**config.mk**
```make
export PLATFORM = sky130hd
export DESIGN_NAME = rx_err_fifo
export DESIGN_NICKNAME = d
export VERILOG_FILES = /design/src/rtl/rxq_pkg.sv /design/src/rtl/rxq_store.sv /design/src/rtl/rxq_err_track.sv /design/src/rtl/rxq_overrun.sv /design/src/rtl/rx_err_fifo.sv
export SDC_FILE = /design/constraint.sdc
export NUM_CORES = 1
export LEC_CHECK = 0
export CORE_MARGIN = 2
export CORE_UTILIZATION = 33
export CTS_CLUSTER_DIAMETER = 150
export DETAILED_ROUTE_END_ITERATION = 7
export PLACE_DENSITY = 0.55
export SLEW_MARGIN = 25
export SYNTH_ARGS = -nofsm -noshare
export SYNTH_HDL_FRONTEND = slang
export SYNTH_SLANG_ARGS = --single-unit
```
**constraint.sdc**
```tcl
create_clock -name clk -period 4 [get_ports clk]
set_input_delay 0.8 -clock clk [delete_from_list [all_inputs] [get_ports clk]]
set_output_delay 0.8 -clock clk [all_outputs]
set_load 0.01 [all_outputs]
```
**src/rtl/rxq_pkg.sv**
```systemverilog
package rxq_pkg;
  localparam int DATA_W = 8;

  typedef struct packed {
    logic              brk;
    logic              pe;
    logic              fe;
    logic [DATA_W-1:0] data;
  } rxq_entry_t;

  function automatic logic entry_has_err(input rxq_entry_t e);
    return e.fe | e.pe | e.brk;
  endfunction
endpackage

```
**src/rtl/rxq_store.sv**
```systemverilog
module rxq_store
  import rxq_pkg::*;
#(
  parameter int DEPTH = 64,
  localparam int AW = (DEPTH > 1) ? $clog2(DEPTH) : 1,
  localparam int CW = $clog2(DEPTH + 1)
) (
  input  logic          clk,
  input  logic          rst_n,
  input  logic          push_req,
  input  rxq_entry_t    push_entry,
  input  logic          pop_req,
  output rxq_entry_t    head,
  output logic [CW-1:0] count,
  output logic          push_ok,
  output logic          pop_ok,
  output logic          push_drop
);
  rxq_entry_t    mem [DEPTH];
  logic [AW-1:0] wr_ptr, rd_ptr;
  logic          is_full, is_empty;

  function automatic logic [AW-1:0] ptr_next(input logic [AW-1:0] p);
    return (p == AW'(DEPTH - 1)) ? '0 : p + 1'b1;
  endfunction

  function automatic logic [CW-1:0] count_next(input logic [CW-1:0] c,
                                               input logic inc, input logic dec);
    case ({inc, dec})
      2'b10:   return c + 1'b1;
      2'b01:   return c - 1'b1;
      default: return c;
    endcase
  endfunction

  assign is_full   = (count == CW'(DEPTH));
  assign is_empty  = (count == '0);
  assign pop_ok    = pop_req & ~is_empty;
  assign push_ok   = push_req & (~is_full | pop_ok);
  assign push_drop = push_req & ~push_ok;
  assign head      = mem[rd_ptr];

  always_ff @(posedge clk) begin
    if (push_ok) mem[wr_ptr] <= push_entry;
  end

  always_ff @(posedge clk or negedge rst_n) begin
    if (!rst_n) begin
      wr_ptr <= '0;
      rd_ptr <= '0;
      count  <= '0;
    end else begin
      if (push_ok) wr_ptr <= ptr_next(wr_ptr);
      if (pop_ok)  rd_ptr <= ptr_next(rd_ptr);
      count <= count_next(count, push_ok, pop_ok);
    end
  end

  assert_no_overflow_R6: assert property (@(posedge clk) disable iff (!rst_n)
    count <= CW'(DEPTH));
  assert_full_drop_keeps_count_R6: assert property (@(posedge clk) disable iff (!rst_n)
    (is_full && push_req && !pop_req) |=> (count == CW'(DEPTH)));
  assert_empty_pop_ignored_R9: assert property (@(posedge clk) disable iff (!rst_n)
    (is_empty && pop_req && !push_req) |=> (count == '0));
  assert_push_pop_same_count_R8: assert property (@(posedge clk) disable iff (!rst_n)
    (push_ok && pop_ok) |=> $stable(count));
endmodule

```
**src/rtl/rxq_err_track.sv**
```systemverilog
module rxq_err_track #(
  parameter int DEPTH = 64,
  localparam int CW = $clog2(DEPTH + 1)
) (
  input  logic          clk,
  input  logic          rst_n,
  input  logic          add_err,
  input  logic          rem_err,
  input  logic [CW-1:0] fifo_count,
  output logic          err_any
);
  logic [CW-1:0] err_cnt;

  function automatic logic [CW-1:0] err_next(input logic [CW-1:0] c,
                                             input logic inc, input logic dec);
    return c + CW'(inc) - CW'(dec);
  endfunction

  always_ff @(posedge clk or negedge rst_n) begin
    if (!rst_n) err_cnt <= '0;
    else        err_cnt <= err_next(err_cnt, add_err, rem_err);
  end

  assign err_any = (err_cnt != '0);

  assert_errcnt_within_fill_R5: assert property (@(posedge clk) disable iff (!rst_n)
    err_cnt <= fifo_count);
  assert_empty_no_err_R5: assert property (@(posedge clk) disable iff (!rst_n)
    (fifo_count == '0) |-> !err_any);
endmodule

```
**src/rtl/rxq_overrun.sv**
```systemverilog
module rxq_overrun (
  input  logic clk,
  input  logic rst_n,
  input  logic drop,
  input  logic lsr_rd,
  output logic overrun
);
  always_ff @(posedge clk or negedge rst_n) begin
    if (!rst_n)      overrun <= 1'b0;
    else if (drop)   overrun <= 1'b1;
    else if (lsr_rd) overrun <= 1'b0;
  end

  assert_drop_sets_ovr_R6: assert property (@(posedge clk) disable iff (!rst_n)
    drop |=> overrun);
  assert_lsr_clears_ovr_R7: assert property (@(posedge clk) disable iff (!rst_n)
    (lsr_rd && !drop) |=> !overrun);
endmodule

```
**src/rtl/rx_err_fifo.sv**
```systemverilog
module rx_err_fifo
  import rxq_pkg::*;
#(
  parameter int DEPTH = 64,
  localparam int CW = $clog2(DEPTH + 1)
) (
  input  logic              clk,
  input  logic              rst_n,
  input  logic              push_i,
  input  logic [DATA_W-1:0] push_data_i,
  input  logic              push_fe_i,
  input  logic              push_pe_i,
  input  logic              push_brk_i,
  input  logic              pop_i,
  input  logic              lsr_rd_i,
  output logic [DATA_W-1:0] head_data_o,
  output logic              head_fe_o,
  output logic              head_pe_o,
  output logic              head_brk_o,
  output logic              err_any_o,
  output logic              data_ready_o,
  output logic              overrun_o
);
  rxq_entry_t    in_entry, head_raw, head_shown;
  logic [CW-1:0] count;
  logic          push_ok, pop_ok, push_drop;
  logic          add_err, rem_err;

  assign in_entry = '{brk: push_brk_i, pe: push_pe_i, fe: push_fe_i, data: push_data_i};

  rxq_store #(.DEPTH(DEPTH)) u_store (
    .clk, .rst_n,
    .push_req(push_i), .push_entry(in_entry), .pop_req(pop_i),
    .head(head_raw), .count(count),
    .push_ok(push_ok), .pop_ok(pop_ok), .push_drop(push_drop)
  );

  assign add_err = push_ok & entry_has_err(in_entry);
  assign rem_err = pop_ok & entry_has_err(head_raw);

  rxq_err_track #(.DEPTH(DEPTH)) u_err (
    .clk, .rst_n,
    .add_err(add_err), .rem_err(rem_err), .fifo_count(count),
    .err_any(err_any_o)
  );

  rxq_overrun u_ovr (
    .clk, .rst_n, .drop(push_drop), .lsr_rd(lsr_rd_i), .overrun(overrun_o)
  );

  assign data_ready_o = (count != '0);
  assign head_shown   = data_ready_o ? head_raw : '0;
  assign head_data_o  = head_shown.data;
  assign head_fe_o    = head_shown.fe;
  assign head_pe_o    = head_shown.pe;
  assign head_brk_o   = head_shown.brk;

  assert_empty_head_zero_R4: assert property (@(posedge clk) disable iff (!rst_n)
    !data_ready_o |-> (head_data_o == '0 && !head_fe_o && !head_pe_o && !head_brk_o));
  assert_head_err_implies_any_R3: assert property (@(posedge clk) disable iff (!rst_n)
    (head_fe_o || head_pe_o || head_brk_o) |-> err_any_o);
endmodule

```
# --- Yosys cells after proc, flatten, opt, wreduce, memory -nomap -nowiden ---
# Memories as Yosys holds them, arrays and structs flattened.
# Cells that the tools add are included.
word_totals:
  reg_bits: 27
  ram_bits: 704
  out_inout_bits: 14
  memories: 1
mem_list:
  columns: ["memory", "words", "word_bits", "read_ports", "rd_ports_with_merged_regs", "write_ports", "line", "source"]
  rows:
  - ["u_store.mem", 64, 11, 1, 0, 1, "rxq_store.sv:19", "rxq_entry_t mem [DEPTH];"]
classes:
  n_addsub: 6
  n_eq_ne: 5
  mux: 8
  bitwise_logic: 13
  reduce_logical: 5
ops:
  columns: ["operator", "n"]
  rows:
  - ["$pmux 7 s2", 1]
  - ["$reduce_bool 7->1", 2]
  - ["$add 6x1->6 const B", 2]
  - ["$eq 6x6->1 const B", 2]
  - ["$mux 6", 2]
  - ["$mux 11", 1]
  - ["$add 7x1->7", 1]
  - ["$add 7x1->7 const B", 1]
  - ["$eq 7x7->1 const B", 1]
  - ["$logic_not 7->1", 1]
  - ["$sub 7x1->7", 1]
  - ["$sub 7x1->7 const B", 1]
  - ["$and 1x1->1", 5]
  - ["$or 1x1->1", 5]
  - ["$mux 1", 4]
  - ["$reduce_bool 2->1", 2]
  - ["$not 1->1", 3]
  - ["$eq 2x1->1 const B", 1]
  - ["$eq 2x2->1 const B", 1]

# --- Depth between registers and ports, before layout ---
# Gate-level depths: netlist of run 1.
logic_depth:
  depth_word: 8
  depth_mapped: 24
  mapped_depth_nobuf: 19

# --- Modules after synthesis ---
# A second synthesis of run 1 with hierarchy kept.
unflattened:
  hier_cells: 1403
  hier_area_um2: 29066.6
modules_own_cells:
  columns: ["mod", "instances", "cells_per_inst", "area_each_um2", "seq_area_each_um2"]
  rows:
  - ["rxq_store", 1, 1329, 28343.4, 21615.7]
  - ["rxq_err_track", 1, 53, 536.8, 175.2]
  - ["rx_err_fifo", 1, 18, 150.1, 0.0]
  - ["rxq_overrun", 1, 3, 36.3, 25.0]

# --- Worst setup path before layout of run 1 ---
# Ideal clock, no wire load.
synth_path:
  kind: "flip-flop to flip-flop"
  startpoint: "register u_store.rd_ptr[1]"
  endpoint: "register u_err.err_cnt[6]"
  setup_ns: 0.125
  arrival_ns: 3.910
  required_ns: 3.875
  path_slack_ns: -0.035
  stages_incl_launch_ff: 22
  n_path_buf: 4
  synth_period_minus_slack_ns: 4.035
  path_cell_list: "dfrtp_1 buf_2 buf_2 buf_2 buf_1 mux4_2 a2111oi_0 a21oi_1 a21oi_1 a31oi_1 ha_1 inv_1 ha_1 inv_1 fa_1 inv_1 a21oi_1 nor2_1 o21ai_0 a21oi_1 nor2_1 xnor2_1"
synth_via:
  elab_chain_len: 5
synth_lines:
  columns: ["element", "line", "source"]
  rows:
  - ["from (decl)", "rxq_store.sv:20", "logic [AW-1:0] wr_ptr, rd_ptr;"]
  - ["from (signal assigned)", "rxq_store.sv:54", "if (pop_ok) rd_ptr <= ptr_next(rd_ptr);"]
  - ["$mem_v2 64x11 *", null, null]
  - ["$or 1x1->1", "rxq_pkg.sv:12", "return e.fe | e.pe | e.brk;"]
  - ["$or 1x1->1 *", "rxq_pkg.sv:12", null]
  - ["$and 1x1->1 *", "rx_err_fifo.sv:39", "assign rem_err = pop_ok & entry_has_err(head_raw);"]
  - ["$sub 7x1->7 *", "rxq_err_track.sv:16", "return c + CW'(inc) - CW'(dec);"]
  - ["to (signal assigned)", "rxq_err_track.sv:21", "else err_cnt <= err_next(err_cnt, add_err, rem_err);"]
  - ["to (decl)", "rxq_err_track.sv:12", "logic [CW-1:0] err_cnt;"]
# Mark *: on every way between the ends. The rest lies on a longest branch, timed or not.
# A chain may end at the register's enable or synchronous reset.

# --- Final worst setup path of run 1 ---
layout_path:
  startpoint: "register u_store.rd_ptr[0]"
  endpoint: "output port head_data_o[0]"
layout_via:
  elab_chain_len: 2
layout_lines:
  columns: ["element", "line", "source"]
  rows:
  - ["$mem_v2 64x11", null, null]
  - ["$mux 11", "rx_err_fifo.sv:52", "assign head_shown = data_ready_o ? head_raw : '0;"]
  - ["to (decl)", "rx_err_fifo.sv:16", "output logic [DATA_W-1:0] head_data_o,"]
# No other way between the ends.

==> results.toml, run 1 <==
[finish]
diodes = 0
layout-drive-gt1-share = 0.374
final_nets = 1624
areaGrowthSynthToFinish_pct = 21.9
num-fill-cells = 7640

[global_route]
grt_usage = 0.162
grt_antenna_before_repair = 2
grt_pass1_vias = 14600
overflow = 0
grt_pass1_wl_um = 105000
grt_max_degree = 65

[sta]
fin_crit_ps = 4350
hold_viol = 0
fin_ws_ps = -347
drv_slew = 0
relSlewSlack = 0.336
fmax_mhz = 230
skew_ps = 36.4
rsz0062_at_grt = "true"
period_share = 1.09
setup_viol = 9
hold_slack_ps = 160
worst_slew_pin_slew_ps = 997

[place]
port_buffers = 29
place.gp.congestion = 0.819
dpl.hpwl_um = 45700
pre_cts_ws_ps = -317

[run_status]
run_status = "finished, violations left"
violations = "setup timing"

[clocking]
cts_tree = "yes"
clkTransAtPathRegs_ps = 60
clock_latency_ps = 630
htree_levels = 3
clk_path_buf_depth = 3
clock-sinks = 731
numCtsBuffers = 78
root_buffer = "clkbuf_16"

[synth]
synth_edf_count = 704
ys_top_cells_by_count = "edfxtp_1, mux4_2, nor2_1"
yosys.area.top_type = "edfxtp_1"
synth-main-ff-cell = "edfxtp_1"
yosysSeqAreaShare = 0.760
synthArstFlopShare = 0.0369
ys_top_cells_by_area = "edfxtp_1, mux4_2, dfrtp_1"
synth_cell_types = 47
synthCells = 1325
synth_top_cell_area_share = 0.736
syn_area_per_cell_um2 = 21.7
mappedNetlistArea_mm2 = 0.0287
yosysMostFrequentCell = "edfxtp_1"
yosys_register_bits = 731
syn-num-nets = 1359
ys_warn_count = 0

[worst_setup_path]
path_max_fanout = 6
reg2reg_to = "u_err.err_cnt[6]"
cpMaxStageDelayCell = "mux4_2"
reg2reg_depth = 23
cp.arrival_ps = 3550
critPathCaptureType = "output port"
reg2reg_from = "u_store.rd_ptr[0]"
worstPathCellList = "buf_12 > buf_12 > buf_12 > buf_4 > mux4_2 > mux4_2 > mux4_2 > and2_1 > buf_2"
critPathLaunchType = "register"
cp.required_ps = 3200
reg2reg_slack_ps = -110
startpoint = "u_store.rd_ptr[0]"
worst-setup-path-type = "reg -> out"
cpPeakStageDelay_ps = 550

[floorplan]
dieHeight_um = 299
die_w_um = 299
die-area_mm2 = 0.0894
row_count = 108
ios = 30
initial_core_util = 0.332
core_area_mm2 = 0.0865

[pwr]
vdd_drop_max_mv = 0.341
p_per_area_mw_per_mm2 = 657
p_leak_uw = 0.0114
power_uw = 23000

[job]
maxCapViolations = 0

[drt]
ant_nets = 0
drt-initial-drc-count = 1474
drc = 0
first_pass_iters = 5
avgViaCountPerCell = 5.09
vias = 14300
routed_wl_um = 72400
wire_per_inst_um = 25.8

[worst_hold_path]
hp-class = "in -> async"
## state kept, by name, indices dropped and copies added (netlist names)
register        flops
u_store.rd_ptr      6
u_store.mem       704
u_err.err_cnt       7
u_ovr.overrun       1
u_store.count       7
u_store.wr_ptr      6
## cell usage in the layout, fill, tap and decap left out, types with 10 or more instances in the layout
| cell type | instances |
|---|---|
| edfxtp_1 | 704 |
| mux4_2 | 207 |
| buf_4 | 170 |
| nor2_1 | 89 |
| clkbuf_16 | 82 |
| nand2_1 | 27 |
| dfrtp_1 | 23 |
| buf_12 | 22 |
| inv_1 | 21 |
| buf_6 | 20 |
| clkinv_1 | 18 |
| buf_2 | 17 |
| ha_1 | 15 |
| clkbuf_1 | 14 |
| mux2_2 | 13 |
| a21oi_1 | 13 |
| clkinv_2 | 11 |
| o21ai_0 | 10 |
| a22oi_1 | 10 |
## worst max-delay path by stage
stage                            end  slack, ps  cells past startpoint
finish                head_data_o[0]       -350                      9
detailed placement  u_err.err_cnt[6]       -320                     18
CTS                   head_data_o[0]       -390                      9
floorplan           u_err.err_cnt[6]         40                     21
global placement    u_err.err_cnt[6]       -280                     18
global route          head_data_o[2]       -390                      9
## area by class of cell
class / count / area [um2] / area share
Sequential cell: 731 / 21800 / 0.623
Multi-Input combinational cell: 503 / 6680 / 0.191
Timing Repair Buffer: 252 / 2480 / 0.0710
Clock buffer: 93 / 2030 / 0.0580
Tap cell: 1155 / 1450 / 0.0413
Clock inverter: 48 / 452 / 0.0129
Inverter: 24 / 90.1 / 0.00257
## cell families (layout without fill, tap and decap cells)
kind of cell	Yosys count	in the layout	synth area share
mux	230	230	0.171
flops	731	731	0.760
simple gates	168	168	0.0259
xor+xnor	15	15	0.00458
fa+ha+maj	18	18	0.00837
compound gates	72	72	0.0164
buf+inv	91	417	0.0140
## repair_timing
action,4_1_cts,5_1_grt
pin swaps,21,18
hold buffers,0,0
setup endpoints to repair,14,14
gates cloned,6,3
buffers inserted,24,22
gates resized for setup,119,40
## power breakdown
group / switching (uW) / total (uW) / internal (uW)
Clock: 2960 / 6990 / 4040
Sequential: 276 / 9070 / 8800
Combinational: 3580 / 6950 / 3370
Total: 6810 / 23000 / 16200
## worst max-delay path: cells and delay by family (launching register included)
family                 cells  cell delay (ps)
buffers and inverters      5              690
DFF                        1              500
muxes                      3             1550
and+or+nand+nor            1              150
## routing by layer
layer / vias to the layer above / global-route usage / routed length [um]
met1: 7654 / 0.226 / 31100
met4: 0 / 0.0474 / 1970
met2: 463 / 0.255 / 34300
met3: 106 / 0.0379 / 5040
li1: 6066 / - / -
met5: - / 0 / 0
## per-stage QoR
| stage | instance area, um2 | std cells | utilization | setup TNS (ps) |
|---|---|---|---|---|
| 3_3_place_gp | 31600 | 2615 | 0.365 | -2260 |
| 3_5_place_dp | 31500 | 2615 | 0.365 | -2480 |
| 4_1_cts | 34700 | 2785 | 0.401 | -3490 |
| 6_report | 35000 | 2806 | 0.405 | -2470 |
| 5_1_grt | 35000 | 2806 | 0.405 | -3290 |
| 2_1_floorplan | 28700 | 1325 | - | 0 |
No activity file was read; power rests on OpenSTA's default activity.
==> inputs of run 2 (changes only) <==
--- a/config.mk
+++ b/config.mk
@@ -6,10 +6,10 @@
 export NUM_CORES = 1
 export LEC_CHECK = 0
 export CORE_MARGIN = 2
-export CORE_UTILIZATION = 33
+export CORE_UTILIZATION = 55
 export CTS_CLUSTER_DIAMETER = 150
 export DETAILED_ROUTE_END_ITERATION = 7
-export PLACE_DENSITY = 0.55
+export PLACE_DENSITY = 0.8
 export SLEW_MARGIN = 25
 export SYNTH_ARGS = -nofsm -noshare
 export SYNTH_HDL_FRONTEND = slang
==> results.toml, run 2 (synthesis results as in run 1) <==
[place]
placed_cells_incl_taps = 2096
pre_cts_ws_ps = -308
dpl.hpwl_um = 40000
place.gp.congestion = 0.891
port_buffers = 29

[clocking]
numCtsBuffers = 70
htree_levels = 3
clk_path_buf_depth = 3
clock_latency_ps = 630
clkTransAtPathRegs_ps = 60
clock-sinks = 731
cts_tree = "yes"
root_buffer = "clkbuf_16"

[sta]
skew_ps = 37.0
worst_slew_pin_slew_ps = 850
tns_ps = -2370
period_share = 1.08
fmax_mhz = 232
fin_crit_ps = 4310
rsz0062_at_grt = "true"
relSlewSlack = 0.417
hold_viol = 0
fin_ws_ps = -310
setup_viol = 11
drv_slew = 0

[finish]
final_common_cell = "edfxtp_1"
top_regs = "u_store.mem: 704 flops, u_err.err_cnt: 7 flops, u_store.count: 7 flops"
layout-drive-gt1-share = 0.363
layout.cells.non_filler = 2290
largest_reg_flops = 704
regMostFlops = "u_store.mem"
final_nets = 1585
num-fill-cells = 3035
finalCoreUtilization = 0.659
areaGrowthSynthToFinish_pct = 18.2
final_cell_mix = "edfxtp_1, mux4_2, buf_4, nor2_1, clkbuf_16"

[global_route]
overflow = 0
grt_pass1_wl_um = 109000
grt_usage = 0.288
grt_max_degree = 65
grt_pass1_vias = 15700
grt_antenna_before_repair = 3

[worst_setup_path]
cp.required_ps = 3200
critPathMostFrequentCell = "mux4_2"
critPathCaptureType = "output port"
cp_top_family = "multiplexers"
worst-setup-path-type = "reg -> out"
cpMaxStageDelayCell = "mux4_2"
cpPeakStageDelay_ps = 610
path_max_fanout = 7
critPathLaunchType = "register"
worstPathCellList = "buf_6 > buf_12 > buf_16 > mux4_2 > mux4_2 > mux4_2 > and2_4 > buf_6"
crit_buf_inv = 4
cp.arrival_ps = 3510

[drt]
drc = 0
avgViaCountPerCell = 6.75
routed_wl_um = 76800
ant_nets = 0
first_pass_iters = 7
drt-initial-drc-count = 2407
wire_per_inst_um = 33.5
vias = 15500

[pwr]
p_leak_uw = 0.0111
power_uw = 22700
p_per_area_mw_per_mm2 = 668
vdd_drop_max_mv = 0.595

[run_status]
run_status = "finished, violations left"
violations = "setup timing"

[floorplan]
dieHeight_um = 232
initial_core_util = 0.557
core_area_mm2 = 0.0515
die-area_mm2 = 0.0541
die_w_um = 232
row_count = 83
ios = 30

[worst_hold_path]
hp-class = "in -> async"

[job]
maxCapViolations = 0
==> run 2: changes by cell type in the layout (fill, tap and decap cells not counted), moves of 5 or more <==
cell | previous run | this run
buf_2 | 17 | 5
clkbuf_16 | 82 | 72
clkbuf_1 | 14 | 19
buf_4 | 170 | 145
buf_12 | 22 | 10
buf_6 | 20 | 34
buf_16 | 9 | 14
==> run 2: worst paths after layout <==
| kind | start | to | slack, ps | depth (start not counted) |
|---|---|---|---|---|
| worst max-delay path | u_store.rd_ptr[0] | head_data_o[6] | -310 | 8 |
| worst min-delay path | rst_n | u_err.err_cnt[2] | 150 | 1 |
| worst max register to register | u_store.rd_ptr[0] | u_err.err_cnt[6] | -130 | 24 |
| worst min register to register | u_ovr.overrun | u_ovr.overrun | 530 | 2 |
| max in group asynchronous | rst_n | u_store.count[3] | 3360 | 2 |
| min in group clk | u_ovr.overrun | u_ovr.overrun | 530 | 2 |
==> run 2: final cells by class <==
type	instances	area (um2)	share of cell area
multi-input cells	503	6770	0.199
inverters	24	92.6	0.00273
clock buffers	91	1860	0.0548
repair buffers	221	2270	0.0670
diodes	4	10.0	0.000295
well taps	680	851	0.0251
flip-flops and latches	731	21800	0.643
clock inverters	36	262	0.00770
==> run 2: where the power goes <==
part           internal [uW]  total [uW]  switching [uW]
clock                   3490        6370            2870
sequential              8800        9100             307
combinational           3460        7210            3750
total                  15800       22700            6930
==> run 2: stage by stage <==
step	hold WS, ps	area [um2]
after floorplan	504	28700
after global placement	522	30600
after detailed placement	525	30600
after CTS	156	33600
after global routing	197	33900
final	152	33900
==> run 2: what timing repair did <==
action                                  CTS  global route
endpoints found under the setup margin   13            14
hold buffers                              0             0
resized for setup                       137            57
buffers inserted                         43            17
pin swaps                                16             9
cloned                                   11             1
==> run 2: metal layers <==
| metal | GRT usage | up-vias | share of wire |
|---|---|---|---|
| met2 | 0.469 | 1278 | 0.49 |
| met1 | 0.369 | 7932 | 0.34 |
| met5 | 0.00184 | - | 0.00030 |
| met4 | 0.147 | 2 | 0.058 |
| li1 | - | 5954 | - |
| met3 | 0.0646 | 299 | 0.11 |
